[src/rtl/adc_seq_pkg.sv]
package adc_seq_pkg;

  typedef enum logic [1:0] {
    ST_IDLE = 2'd0,
    ST_REQ  = 2'd1,
    ST_WAIT = 2'd2
  } seq_state_t;

endpackage

[src/rtl/adc_seq_fifo.sv]
module adc_seq_fifo #(
  parameter int DATA_W = 15,
  parameter int AW     = 5
) (
  input  logic              clk,
  input  logic              rst,
  input  logic              push,
  input  logic [DATA_W-1:0] push_data,
  input  logic              pop,
  output logic [DATA_W-1:0] rd_data,
  output logic [AW:0]       fill,
  output logic              full,
  output logic              empty,
  output logic              overflow
);
  localparam int DEPTH = 1 << AW;

  logic [DATA_W-1:0] mem [DEPTH];
  logic [AW-1:0]     wptr, rptr;
  logic [DATA_W-1:0] rd_q;
  logic              rd_zero;
  logic              do_pop, do_push;

  assign full    = (fill == (AW+1)'(DEPTH));
  assign empty   = (fill == '0);
  assign do_pop  = pop && !empty;
  assign do_push = push && (!full || do_pop);

  // storage without reset so that a block RAM can be inferred (read-first)
  always_ff @(posedge clk) begin
    if (do_push) mem[wptr] <= push_data;
    if (pop)     rd_q <= mem[rptr];
  end

  always_ff @(posedge clk) begin
    if (rst) begin
      wptr     <= '0;
      rptr     <= '0;
      fill     <= '0;
      rd_zero  <= 1'b1;
      overflow <= 1'b0;
    end else begin
      if (do_push) wptr <= wptr + 1'b1;
      if (do_pop)  rptr <= rptr + 1'b1;
      if (pop)     rd_zero <= empty;
      if (push && !do_push) overflow <= 1'b1;
      case ({do_push, do_pop})
        2'b10:   fill <= fill + 1'b1;
        2'b01:   fill <= fill - 1'b1;
        default: fill <= fill;
      endcase
    end
  end

  assign rd_data = rd_zero ? '0 : rd_q;

  p_fill_bound_r9: assert property (@(posedge clk) disable iff (rst)
    fill <= (AW+1)'(DEPTH));

  p_full_drop_r10: assert property (@(posedge clk) disable iff (rst)
    (full && push && !pop) |=> (overflow && full));

  p_empty_read_r11: assert property (@(posedge clk) disable iff (rst)
    (empty && pop && !push) |=> (empty && rd_data == '0));

endmodule

[src/rtl/adc_seq_timer.sv]
module adc_seq_timer #(
  parameter int DLY_W    = 8,
  parameter int PRESCALE = 4
) (
  input  logic             clk,
  input  logic             rst,
  input  logic             load,
  input  logic [DLY_W-1:0] count_in,
  input  logic             tick_sel,
  output logic             running,
  output logic             done
);
  localparam int PRE_W = (PRESCALE > 1) ? $clog2(PRESCALE) : 1;

  logic [DLY_W-1:0] cnt;
  logic             slow_tick;
  logic             tick;

  generate
    if (PRESCALE > 1) begin : g_pre
      logic [PRE_W-1:0] pre;
      always_ff @(posedge clk) begin
        if (rst || load)
          pre <= '0;
        else if (running)
          pre <= slow_tick ? '0 : pre + 1'b1;
      end
      assign slow_tick = (pre == PRE_W'(PRESCALE - 1));
    end else begin : g_nopre
      assign slow_tick = 1'b1;
    end
  endgenerate

  assign tick = tick_sel ? slow_tick : 1'b1;
  assign done = running && tick && (cnt == '0);

  always_ff @(posedge clk) begin
    if (rst) begin
      running <= 1'b0;
      cnt     <= '0;
    end else if (load) begin
      running <= 1'b1;
      cnt     <= count_in;
    end else if (running && tick) begin
      if (cnt == '0) running <= 1'b0;
      else           cnt <= cnt - 1'b1;
    end
  end

  p_done_ends_r7: assert property (@(posedge clk) disable iff (rst)
    (done && !load) |=> !running);

  p_fast_count_r7: assert property (@(posedge clk) disable iff (rst)
    (running && !load && !tick_sel && cnt != '0) |=> (running && cnt == $past(cnt) - 1'b1));

endmodule

[src/rtl/adc_seq_ctrl.sv]
module adc_seq_ctrl
  import adc_seq_pkg::*;
#(
  parameter int SLOTS  = 8,
  parameter int CH_W   = 3,
  parameter int DATA_W = 12,
  localparam int IDX_W = $clog2(SLOTS)
) (
  input  logic                  clk,
  input  logic                  rst,
  input  logic                  enable,
  input  logic                  continuous,
  input  logic                  start,
  input  logic                  stop,
  input  logic [SLOTS*CH_W-1:0] slot_list,
  input  logic [IDX_W-1:0]      last_idx,
  output logic                  conv_req,
  output logic [CH_W-1:0]       conv_chan,
  input  logic                  conv_ack,
  input  logic [DATA_W-1:0]     conv_data,
  output logic                  push,
  output logic [CH_W+DATA_W-1:0] push_data,
  output logic                  tmr_load,
  input  logic                  tmr_done,
  output logic                  busy_run,
  output logic                  busy_conv,
  output logic                  busy_wait
);
  seq_state_t       state;
  logic [IDX_W-1:0] idx;
  logic [IDX_W-1:0] idx_next;
  logic             stop_pend;
  logic             at_last;
  logic             ending;

  assign at_last   = (idx >= last_idx);
  assign idx_next  = at_last ? '0 : idx + 1'b1;
  assign ending    = stop || stop_pend || (at_last && !continuous);

  assign conv_req  = (state == ST_REQ);
  assign busy_conv = (state == ST_REQ);
  assign busy_wait = (state == ST_WAIT);
  assign busy_run  = (state != ST_IDLE);

  assign push      = conv_req && conv_ack;
  assign tmr_load  = push;
  assign push_data = {conv_chan, conv_data};

  always_ff @(posedge clk) begin
    if (rst) begin
      state     <= ST_IDLE;
      idx       <= '0;
      conv_chan <= '0;
      stop_pend <= 1'b0;
    end else begin
      case (state)
        ST_IDLE: begin
          stop_pend <= 1'b0;
          if (start && enable) begin
            state     <= ST_REQ;
            idx       <= '0;
            conv_chan <= slot_list[CH_W-1:0];
          end
        end
        ST_REQ: begin
          if (stop) stop_pend <= 1'b1;
          if (conv_ack) begin
            if (ending) begin
              state <= ST_IDLE;
            end else begin
              state <= ST_WAIT;
              idx   <= idx_next;
            end
          end
        end
        ST_WAIT: begin
          if (stop || stop_pend) begin
            state <= ST_IDLE;
          end else if (tmr_done) begin
            state     <= ST_REQ;
            conv_chan <= slot_list[idx*CH_W +: CH_W];
          end
        end
        default: state <= ST_IDLE;
      endcase
    end
  end

  p_start_busy_r3: assert property (@(posedge clk) disable iff (rst)
    (!busy_run && start && enable) |=> (busy_run && conv_req));

  p_disabled_start_r2: assert property (@(posedge clk) disable iff (rst)
    (!busy_run && !enable) |=> !busy_run);

  p_req_hold_r4: assert property (@(posedge clk) disable iff (rst)
    (conv_req && !conv_ack) |=> (conv_req && $stable(conv_chan)));

  p_wait_stop_r6: assert property (@(posedge clk) disable iff (rst)
    (busy_wait && stop) |=> !busy_run);

  p_single_end_r5: assert property (@(posedge clk) disable iff (rst)
    (push && at_last && !continuous) |=> !busy_run);

endmodule

[src/rtl/adc_seq.sv]
module adc_seq #(
  parameter int SLOTS    = 8,
  parameter int CH_W     = 3,
  parameter int DATA_W   = 12,
  parameter int FIFO_AW  = 5,
  parameter int DLY_W    = 8,
  parameter int PRESCALE = 4,
  localparam int IDX_W   = $clog2(SLOTS),
  localparam int ENTRY_W = CH_W + DATA_W
) (
  input  logic                  clk,
  input  logic                  rst,
  input  logic                  eng_enable,
  input  logic                  cont_mode,
  input  logic                  start_pulse,
  input  logic                  stop_pulse,
  input  logic [SLOTS*CH_W-1:0] slot_list,
  input  logic [IDX_W-1:0]      last_index,
  input  logic [DLY_W-1:0]      delay_count,
  input  logic                  tick_sel,
  input  logic                  irq_enable,
  input  logic [FIFO_AW-1:0]    irq_level,
  output logic                  conv_req,
  output logic [CH_W-1:0]       conv_chan,
  input  logic                  conv_ack,
  input  logic [DATA_W-1:0]     conv_data,
  input  logic                  rd_en,
  output logic [ENTRY_W-1:0]    rd_data,
  output logic [FIFO_AW-1:0]    fifo_count,
  output logic                  fifo_full,
  output logic                  fifo_empty,
  output logic                  fifo_overflow,
  output logic                  busy_run,
  output logic                  busy_conv,
  output logic                  busy_wait,
  output logic                  irq
);
  logic               push;
  logic [ENTRY_W-1:0] push_data;
  logic               tmr_load, tmr_done, tmr_running;
  logic [FIFO_AW:0]   fill;

  adc_seq_ctrl #(
    .SLOTS(SLOTS), .CH_W(CH_W), .DATA_W(DATA_W)
  ) u_ctrl (
    .clk(clk), .rst(rst), .enable(eng_enable), .continuous(cont_mode),
    .start(start_pulse), .stop(stop_pulse), .slot_list(slot_list),
    .last_idx(last_index), .conv_req(conv_req), .conv_chan(conv_chan),
    .conv_ack(conv_ack), .conv_data(conv_data), .push(push),
    .push_data(push_data), .tmr_load(tmr_load), .tmr_done(tmr_done),
    .busy_run(busy_run), .busy_conv(busy_conv), .busy_wait(busy_wait)
  );

  adc_seq_timer #(
    .DLY_W(DLY_W), .PRESCALE(PRESCALE)
  ) u_timer (
    .clk(clk), .rst(rst), .load(tmr_load), .count_in(delay_count),
    .tick_sel(tick_sel), .running(tmr_running), .done(tmr_done)
  );

  adc_seq_fifo #(
    .DATA_W(ENTRY_W), .AW(FIFO_AW)
  ) u_fifo (
    .clk(clk), .rst(rst), .push(push), .push_data(push_data),
    .pop(rd_en), .rd_data(rd_data), .fill(fill), .full(fifo_full),
    .empty(fifo_empty), .overflow(fifo_overflow)
  );

  assign fifo_count = fill[FIFO_AW-1:0];

  always_ff @(posedge clk) begin
    if (rst) irq <= 1'b0;
    else     irq <= irq_enable && (fill >= {1'b0, irq_level});
  end

  p_irq_gate_r12: assert property (@(posedge clk) disable iff (rst)
    !irq_enable |=> !irq);

  p_timer_in_wait_r7: assert property (@(posedge clk) disable iff (rst)
    (busy_wait && !stop_pulse && !tmr_running) |=> !busy_wait);

endmodule

[config.mk]
export PLATFORM = sky130hd
export DESIGN_NAME = adc_seq
export DESIGN_NICKNAME = d
export VERILOG_FILES = /design/src/rtl/adc_seq_pkg.sv /design/src/rtl/adc_seq_fifo.sv /design/src/rtl/adc_seq_timer.sv /design/src/rtl/adc_seq_ctrl.sv /design/src/rtl/adc_seq.sv
export SDC_FILE = /design/constraint.sdc
export NUM_CORES = 1
export LEC_CHECK = 0
export ABC_CLOCK_PERIOD_IN_PS = 2500
export BUFFER_PORTS_ARGS = -buffer_cell sky130_fd_sc_hd__buf_2
export CAP_MARGIN = 25
export CORE_UTILIZATION = 35
export DETAILED_ROUTE_END_ITERATION = 8
export HOLD_SLACK_MARGIN = 0.03
export PLACE_DENSITY_LB_ADDON = 0.1
export RECOVER_POWER = 25
export SLEW_MARGIN = 20
export SYNTH_ARGS = -nofsm -noshare
export SYNTH_HDL_FRONTEND = slang
export SYNTH_SLANG_ARGS = --single-unit
[constraint.sdc]
create_clock -name clk -period 2.5 [get_ports clk]
set_input_delay 0.5 -clock clk [delete_from_list [all_inputs] [get_ports clk]]
set_output_delay 0.5 -clock clk [all_outputs]
set_load 0.05 [all_outputs]
## After elaboration in Yosys (flattened, before gate mapping)

Memory sizes are Yosys's and may differ from the RTL's. A register that Yosys moved wholly into a read port is not among the register bits.
Cells that the tools add are included.

| storage, ports and cells | value |
|---|---|
| register bits after elaboration | 39 |
| memory bits (writable) | 480 |
| input bits | 62 |
| word-level logic and storage cells | 100 |
| memories | 1 |

Memories:

| name | depth | bits a word | rd ports | clocked after memory_dff | wr ports | line | source |
|---|---|---|---|---|---|---|---|
| u_fifo.mem | 32 | 15 | 1 | 1 | 1 | adc_seq_fifo.sv:18 | `logic [DATA_W-1:0] mem [DEPTH];` |

| cells by class | value |
|---|---|
| add/subtract/negate cells | 7 |
| $mul | 1 |
| order comparisons | 2 |
| eq/ne operators | 14 |
| shift operators | 1 |
| mux-type cells | 29 |
| reductions and logical operators | 32 |

Operators with widths:

| kind | count |
|---|---|
| $mux W8 | 3 |
| $shiftx A24 B6 Y3 | 1 |
| $mux W3 | 7 |
| $mux W15 | 1 |
| $mux W2 | 6 |
| $pmux W3 S2 | 2 |
| $pmux W6 S2 | 1 |
| $reduce_bool A2 Y1 | 6 |
| $add A5 B1 Y5 const B | 2 |
| $logic_and A1 B1 Y1 | 9 |
| $logic_not A8 Y1 | 1 |
| $ne A2 B2 Y1 const B | 4 |
| $reduce_and A4 Y1 | 2 |
| $sub A8 B1 Y8 const B | 1 |
| $mux W1 | 7 |
| $add A6 B1 Y6 const B | 1 |
| $eq A2 B2 Y1 const B | 3 |
| $eq A6 B6 Y1 const B | 1 |
| $ge A6 B5 Y1 | 1 |
| $logic_not A6 Y1 | 1 |
| $ne A2 B1 Y1 const B | 3 |
| $pmux W2 S3 | 1 |
| $reduce_and A2 Y1 | 3 |
| $sub A6 B1 Y6 const B | 1 |
| other kinds (11) | 18 |

## Depth between registers and ports, before layout

Gate-level depths: netlist (run 1).

| logic depth | value |
|---|---|
| word-level depth | 7 |
| depth in mapped cells | 12 |
| gate-level depth less buffers | 11 |

## Modules after synthesis

A second synthesis (run 1) with hierarchy kept.

| unflattened totals | value |
|---|---|
| cell total of the unflattened synthesis | 1267 |
| area total of the unflattened synthesis | 21907.3 µm² |

Modules (own cells, without submodules):

| module | times used | cells each | area each (µm²) |
|---|---|---|---|
| adc_seq_fifo | 1 | 1072 | 20209.4 |
| adc_seq_ctrl | 1 | 98 | 865.8 |
| adc_seq_timer | 1 | 77 | 668.1 |
| adc_seq | 1 | 20 | 163.9 |

## Least setup slack after synthesis (run 1)

Ideal clock, no wire load.

| path | value |
|---|---|
| path kind | in2reg |
| start point | in conv_ack |
| end point | reg u_fifo.fill[5] |
| arrival | 2516 ps |
| data required time | 2372 ps |
| slack | -144 ps |
| stages on the path | 10 |
| path through | nand3b_1 -> a41oi_2 -> inv_1 -> ha_1 -> ha_1 -> a21o_1 -> a21oi_1 -> o311ai_0 -> xnor2_1 -> nor2_1 |

| on the way | value |
|---|---|
| cells in the longest elaborated chain, start to end | 4 |

Ends and longest elaborated chain:

| what | line | source |
|---|---|---|
| start, declared | adc_seq.sv:25 | `input logic conv_ack,` |
| $logic_and A1 B1 Y1 (*) | adc_seq_ctrl.sv:45 | `assign push = conv_req && conv_ack;` |
| $logic_and A1 B1 Y1 (*) | adc_seq_fifo.sv:27 | `assign do_push = push && (!full \|\| do_pop);` |
| $eq A2 B1 Y1 or $eq A2 B2 Y1 (tied branches) | adc_seq_fifo.sv:47 | `case ({do_push, do_pop})` |
| $pmux W6 S2 or $reduce_bool A2 Y1 (tied branches) | n/a |  |
| end signal, assigned | adc_seq_fifo.sv:48 | `2'b10: fill <= fill + 1'b1;` |
| end signal, assigned | adc_seq_fifo.sv:49 | `2'b01: fill <= fill - 1'b1;` |
| end signal, assigned | adc_seq_fifo.sv:50 | `default: fill <= fill;` |
| end, declared | adc_seq_fifo.sv:11 | `output logic [AW:0] fill,` |

Every way passes the cells marked *; elsewhere a longest branch is shown, timed or not.
A chain may end at the register's enable or synchronous reset.

## Worst setup path after layout (run 1)

| path | value |
|---|---|
| start point | reg u_fifo.fill[3] |
| end point | reg u_fifo.fill[4] |

| on the way | value |
|---|---|
| cells in the longest elaborated chain, start to end | 7 |

Ends and longest elaborated chain:

| what | line | source |
|---|---|---|
| $logic_not A6 Y1 | adc_seq_fifo.sv:25 | `assign empty = (fill == '0);` |
| $logic_not A1 Y1 | adc_seq_fifo.sv:26 | `assign do_pop = pop && !empty;` |
| $logic_and A1 B1 Y1 | adc_seq_fifo.sv:26 |  |
| $logic_or A1 B1 Y1 | adc_seq_fifo.sv:27 |  |
| $logic_and A1 B1 Y1 | adc_seq_fifo.sv:27 |  |
| $eq A2 B1 Y1 or $eq A2 B2 Y1 (tied branches) | adc_seq_fifo.sv:47 |  |
| $pmux W6 S2 or $reduce_bool A2 Y1 (tied branches) | n/a |  |

Parallel ways exist; a longest one is shown, timed or not.

==> metrics.txt, run 1 <==
Ys Warns=0; Final Wtd Congestion=0.725; number of DRC markers in iteration 0=710; Slew Limit Fails=33; DR WL met3=2.02 mm; largest net degree at the start of global routing=34; fmax=422 MHz; Max Cap Viol=3; NumNets Final=1,455; I/O pin cnt=93; DPL Wire Length=33.3 mm; drt total wl=54.0 mm; row count=90; Die H=250 um; Clock Sink Count=534; Post-route DRC=0; Setup Skew=0.0240 ns; failing checks=capacitance limit, slew limit; worst reg2reg path depth=13; Synth area leader=edfxtp_1; Avg Synthesized Cell Area=18.4 sq um; crit path max fanout=8; Initial Util=35.5%; Post-synth ARST share=0%; Finished Cell Area=0.0258 sq mm; Top Metal Used=met5; layout cell share with drive strength beyond 1=28.9%; Fin. Hold Viols=0; synthesized cell area=0.0215 sq mm; met2 wire len=26.6 mm; Non-Filler Instances=2,200; Clock transition at path regs=0.06 ns; Final Critical Period=2.37 ns; number of buffers created by CTS=58; top_reg_cell synth=edfxtp_1; Via Count=11,400; die area=0.0624 sq mm; CP Data Required Time=3.03 ns; Total GRT Usage=17.5%; met1 wire length=24.6 mm; worst vdd ir=517 uV; Least-Margin Pin Slew=1.53 ns; number of global-route vias before repair=11,900; Avg WL per Cell=24.5 um; Syn Nets=1,256; IO buf count=92; Tcrit/Tclk final=94.7%; Slew HR=-2.22%; EDFF count, synth=495; antenna violations before repair=1; TritonCTS clock tree=yes; clock tree buffer depth=3; Worst Hold Path Cells=3; Placed Instances=2,092; crit path kind=reg -> reg; P&R area growth vs syn=20.1%; Area contributors post-synth=edfxtp_1 69%, mux4_2 9.7%, dfxtp_1 3.6%; Critical Path End Type=register; crit start category=register; leakage power=8.40 nW; Clock Latency Late Sink=0.62 ns; count leader, synth=edfxtp_1; drt pass-1 iters=4; Yosys reg bits=534; Root Buffer Master=clkbuf_16; Final ANT Viol Nets=0; hold_buf cts=0; post-synth top area share=69.1%; Post-Synthesis Cells=1,172; n_diodes=0; CTS H-tree depth=2; GR Overflow Total=0; die width=250 um; final hold slack=0.115 ns; RSZ-0062 raised after global routing=true; Worst EP arrival=2.90 ns; sequential element share of the synthesized area=72.7%; post-synth cell types=62; synth cell count leaders=495 x edfxtp_1, 93 x mux4_2, 78 x mux2i_1, 73 x nor2_1; Core Area=0.0606 sq mm; DR vias/cell=5.17; DP Area=0.0240 sq mm; HP Class=in -> reg; first-pass GRT wire length=80.0 mm; pwr dens=823 mW/mm^2; # setup viols final=0; status=finished, violations left
cell type report:
cell class                 instances  area (sq um)
clock buffer                      75          1570
clock inverter                    32           267
fill                            5441         34700
inverter                          28           105
multi-input combinational        542          5490
sequential                       534         15700
tap                              782           978
timing repair buffer             207          1780
placed cells by master (no fill, tap or decap), types with 24 or more instances in the layout:
master / instances
edfxtp_1: 495
mux4_2: 93
buf_2: 82
mux2i_1: 78
buf_4: 76
nor2_1: 65
clkbuf_16: 58
a21oi_1: 38
buf_12: 38
dfxtp_1: 36
inv_1: 27
nand2_1: 26
a22oi_1: 24
power by group:
part / switching [W] / internal (W)
clock: 0.00344 / 0.00480
combinational: 0.00169 / 0.00136
sequential: 0.0000884 / 0.00989
state kept, by name, summed over array words and instances (netlist names), 2 cells and up:
register           count
u_ctrl.idx             3
u_fifo.wptr            5
u_ctrl.conv_chan       3
u_timer.cnt            8
u_ctrl.state           2
u_timer.g_pre.pre      2
u_fifo.rptr            5
u_fifo.mem           480
u_fifo.rd_q           15
u_fifo.fill            6
what timing repair did:
action / in CTS / in global routing
gates resized for setup: 1 / 7
hold endpoints to repair: 0 / 0
endpoints found under the setup margin: 1 / 7
gates cloned: 0 / 0
pin swaps: 0 / 1
setup buffers: 0 / 1
critical path, cell delays in order, from the launching register on:
cell and delay (ns):
dfxtp_1 0.34, nor4_4 0.26, buf_4 0.17, a41oi_4 0.12, inv_2 0.09, ha_4 0.18, buf_4 0.12, inv_1 0.04
fa_1 0.39, inv_1 0.07, a21o_1 0.11, a21oi_1 0.07, xor2_1 0.14, o31ai_1 0.18
path summary, 6_finish.rpt:
check	startpoint	endpoint	slack, ns
worst min register to register	u_fifo.overflow	u_fifo.overflow	0.48
worst max-delay path	u_fifo.fill[3]	u_fifo.fill[4]	0.13
worst max register to register	u_fifo.fill[3]	u_fifo.fill[4]	0.13
worst min-delay path	delay_count[1]	u_timer.cnt[1]	0.11
stage by stage:
step / worst slack (ns) / power [W] / setup TNS [ns] / utilization, %
global route: -0.0440 / 0.0221 / -0.0440 / 42.7
CTS: 0.0192 / 0.0215 / 0 / 42.6
global placement: -0.0582 / 0.0132 / -0.133 / 39.5
detailed placement: -0.0686 / 0.0132 / -0.209 / 39.5
floorplan: 0.0354 / 0.0121 / 0 / -
finish: 0.131 / 0.0213 / 0 / 42.7
metal layers:
layer  up-vias  global-route usage [%]
met5         -                       0
met4         2                    3.72
met3        63                    2.76
met2       222                    29.4
met1      5935                    24.0
li1       5143                       -
kinds of logic after synthesis:
| logic type | Yosys count | share of synthesized area, % |
|---|---|---|
| flip-flops | 534 | 72.7 |
| adder cells (fa/ha/maj) | 22 | 1.31 |
| buffers and inverters | 96 | 2.28 |
| AO/OA/AOI/OAI | 156 | 5.30 |
| multiplexers | 177 | 13.7 |
| XOR/XNOR | 14 | 0.570 |
| AND/OR/NAND/NOR | 173 | 4.11 |
No activity file was read; power rests on OpenSTA's default activity.
==> run 2, diff against run 1 <==
--- a/config.mk
+++ b/config.mk
@@ -5,6 +5,7 @@
 export SDC_FILE = /design/constraint.sdc
 export NUM_CORES = 1
 export LEC_CHECK = 0
+export ABC_AREA = 1
 export ABC_CLOCK_PERIOD_IN_PS = 2500
 export BUFFER_PORTS_ARGS = -buffer_cell sky130_fd_sc_hd__buf_2
 export CAP_MARGIN = 25
==> run 2 against run 1 <==
Total power up 18%. Fmax up 2.6%. Via count up 39%. Combinational power up 110%. Sequential share of layout area down 1.8 points. Critical endpoint is now u_fifo.fill[5]. Global-route usage up 2.7 points. Cell count up 44%. Largest power group unchanged. Non-clock buffer count down 1. The flow still finishes with violations (capacitance limit, slew limit).
==> metrics.txt, run 2 <==
Least-Margin Pin Slew=2.29 ns (was 1.53 ns); Root Buffer Master=clkbuf_16 (unchanged); crit start category=register (unchanged); Yosys reg bits=534 (unchanged); max FFs per register=480 (unchanged); number of DRC markers in iteration 0=1,280 (was 710); DR vias/cell=4.99 (was 5.17); synth cell count leaders=495 x edfxtp_1, 416 x nor2_1, 408 x nand2_1, 225 x nand3_1, 159 x o21ai_0 (was 495 x edfxtp_1, 93 x mux4_2, 78 x mux2i_1, 73 x nor2_1); drt pass-1 iters=7 (was 4); top_reg_cell synth=edfxtp_1 (unchanged); HP Class=in -> reg (unchanged); Final ANT Viol Nets=0 (unchanged); Max Cap Viol=5 (was 3); Ys Warns=0 (unchanged); Critical Path End Type=register (unchanged); n_diodes=0 (unchanged); DPL Wire Length=43.4 mm (was 33.3 mm); most flop-heavy register=u_fifo.mem (unchanged); CP Cell Sequence=inv_1 > nand4_1 > nand2_1 > inv_1 > ha_1 > ha_1 > or2_2 > nand3b_1 > nand2_1 > nand2_1 > nand2_1 > nand2_1 > a21oi_1 (was nor4_4 > buf_4 > a41oi_4 > inv_2 > ha_4 > buf_4 > inv_1 > fa_1 > inv_1 > a21o_1 > a21oi_1 > xor2_1 > o31ai_1); layout filler cell count=6,214 (was 5,441); leakage power=10.1 nW (was 8.40 nW); post-synth top area share=65.4% (was 69.1%); failing checks=capacitance limit, slew limit (unchanged); CTS H-tree depth=2 (unchanged); Area contributors post-synth=edfxtp_1 65%, nor2_1 6.9%, nand2_1 6.7% (was edfxtp_1 69%, mux4_2 9.7%, dfxtp_1 3.6%); Total GRT Usage=20.3% (was 17.5%); slowest CP cell=dfxtp_1 (was fa_1); post-synth cell types=33 (was 62); CP Data Required Time=2.99 ns (was 3.03 ns); status=finished, violations left (unchanged); most used cell, CP=nand2_1; pwr dens=943 mW/mm^2 (was 823 mW/mm^2); Clock Sink Count=534 (unchanged); Core Area=0.0643 sq mm (was 0.0606 sq mm); Tcrit/Tclk final=92.4% (was 94.7%); sequential element share of the synthesized area=68.8% (was 72.7%); biggest regs=u_fifo.mem (480), u_fifo.rd_q (15), u_timer.cnt (8) (unchanged); die width=257 um (was 250 um); setup TNS=0 ns (unchanged); synthesized cell area=0.0227 sq mm (was 0.0215 sq mm); row count=93 (was 90); RSZ-0062 raised after global routing=false (was true); count leader, synth=edfxtp_1 (unchanged); Post-route DRC=0 (unchanged); Initial Util=35.3% (was 35.5%); CP max stage delay=0.43 ns (was 0.39 ns); Fin. Hold Viols=0 (unchanged); CP bufs+invs=2 (was 5); Final Wtd Congestion=0.824 (was 0.725); crit path max fanout=6 (was 8); clock tree buffer depth=3 (unchanged); TritonCTS clock tree=yes (unchanged); fmax=433 MHz (was 422 MHz); Pwr Total=0.0251 W (was 0.0213 W); Post-Synthesis Cells=2,126 (was 1,172); worst vdd ir=529 uV (was 517 uV); Avg Synthesized Cell Area=10.7 sq um (was 18.4 sq um); GR Overflow Total=0 (unchanged); commonest non-fill, non-tap cell in the layout=edfxtp_1 (unchanged); Die H=257 um (was 250 um); Post-synth ARST share=0% (unchanged); Via Count=15,800 (was 11,400); Top delay family on crit path=simple AND/OR/NAND/NOR gates (was adder cells); hold_buf cts=0 (unchanged); final setup margin=0.191 ns (was 0.131 ns); NumNets Final=2,361 (was 1,455); Avg WL per Cell=21.1 um (was 24.5 um); number of buffers created by CTS=58 (unchanged); drt total wl=66.9 mm (was 54.0 mm); P&R area growth vs syn=17.0% (was 20.1%); largest net degree at the start of global routing=67 (was 34); die area=0.0660 sq mm (was 0.0624 sq mm); first-pass GRT wire length=99.4 mm (was 80.0 mm); Slew Limit Fails=165 (was 33); Final Critical Period=2.31 ns (was 2.37 ns); Clock Latency Late Sink=0.62 ns (about the same); Worst EP arrival=2.80 ns (was 2.90 ns); Clock transition at path regs=0.06 ns (about the same); Setup Skew=0.0207 ns (was 0.0240 ns); I/O pin cnt=93 (unchanged); layout cell share with drive strength beyond 1=12.9% (was 28.9%); pre-CTS setup slack=-0.000581 ns (was -0.0686 ns); antenna violations before repair=0 (was 1); commonest cells after routing, fill and taps aside=495 x edfxtp_1, 415 x nor2_1, 408 x nand2_1 (was 495 x edfxtp_1, 93 x mux4_2, 82 x buf_2); Syn Nets=2,210 (was 1,256); number of global-route vias before repair=15,700 (was 11,900); crit path kind=reg -> reg (unchanged); EDFF count, synth=495 (unchanged); Slew HR=-52.4% (was -2.22%); Synth area leader=edfxtp_1 (unchanged); IO buf count=92 (unchanged); # setup viols final=0 (unchanged)
[run 2: cell count changes after synthesis, moves of 14 or more]
cell,before,now
o21ai_1,4,41
inv_1,28,113
mux4_2,93,0
mux2i_1,78,0
nand2_1,26,408
nand3_1,4,225
o22ai_1,14,0
o21ai_0,6,159
clkbuf_1,26,41
nor2b_1,24,0
a22oi_1,24,0
nor2_1,73,416
[run 2: per-layer routing]
layer	share of wire, %	global-route usage [%]	vias up
li1	-	-	7550
met1	45	27.3	7747
met2	48	33.4	417
met3	5.2	3.24	97
met4	2.6	6.43	0
met5	0	0	-
[run 2: path summary, 6_finish.rpt]
kind,start,endpoint,slack [ns],cells after the start
setup / recovery,u_fifo.fill[4],u_fifo.fill[5],0.19,13
hold / removal,irq_enable,irq,0.11,3
setup reg to reg,u_fifo.fill[4],u_fifo.fill[5],0.19,13
hold reg to reg,u_timer.g_pre.pre[1],u_timer.g_pre.pre[1],0.47,2
[run 2: worst min-delay path, stage by stage]
cell and delay, ns:
buf_2 0.08, nand3_1 0.06, inv_1 0.05
[run 2: logic make-up (layout without fill, tap and decap cells)]
group                      after synthesis  in the layout  share of synthesized area (%)
buffers and inverters                  234            422                           4.83
DFF                                    534            534                           68.8
xor gates and xnor gates                 6              6                          0.231
AOI/OAI and AO/OA                      256            256                           5.68
and+or+nand+nor                       1074           1074                           19.2
adders and majority gates               22             22                           1.24
[run 2: final cells by class]
type	count	area (sq um)	area share [%]
tap	855	1070	4.02
inverter	119	454	1.71
multi-input combinational	1358	6020	22.6
clock buffer	67	1540	5.77
sequential	534	15700	58.8
clock inverter	30	329	1.24
timing repair buffer	206	1550	5.82
[run 2: through the flow]
stage | cells | util (%) | cell area [sq um] | hold WS, ns
after floorplan | 2126 | - | 22700 | 0.440
after detailed placement | 3072 | 38.6 | 24800 | 0.452
after CTS | 3169 | 41.5 | 26700 | 0.0862
final | 3169 | 41.4 | 26600 | 0.114
after global placement | 3072 | 38.6 | 24800 | 0.450
after global routing | 3169 | 41.4 | 26600 | 0.108
[run 2: what timing repair did]
item	4_1_cts	5_1_grt
setup endpoints to repair	1	0
setup buffers	0	0
resized for setup	1	0
[run 2: power breakdown]
| group | internal, W | switching [W] | leakage (nW) |
|---|---|---|---|
| logic | 0.00197 | 0.00440 | 4.39 |
| clock network | 0.00506 | 0.00349 | 0.929 |
| registers | 0.0100 | 0.000176 | 4.80 |
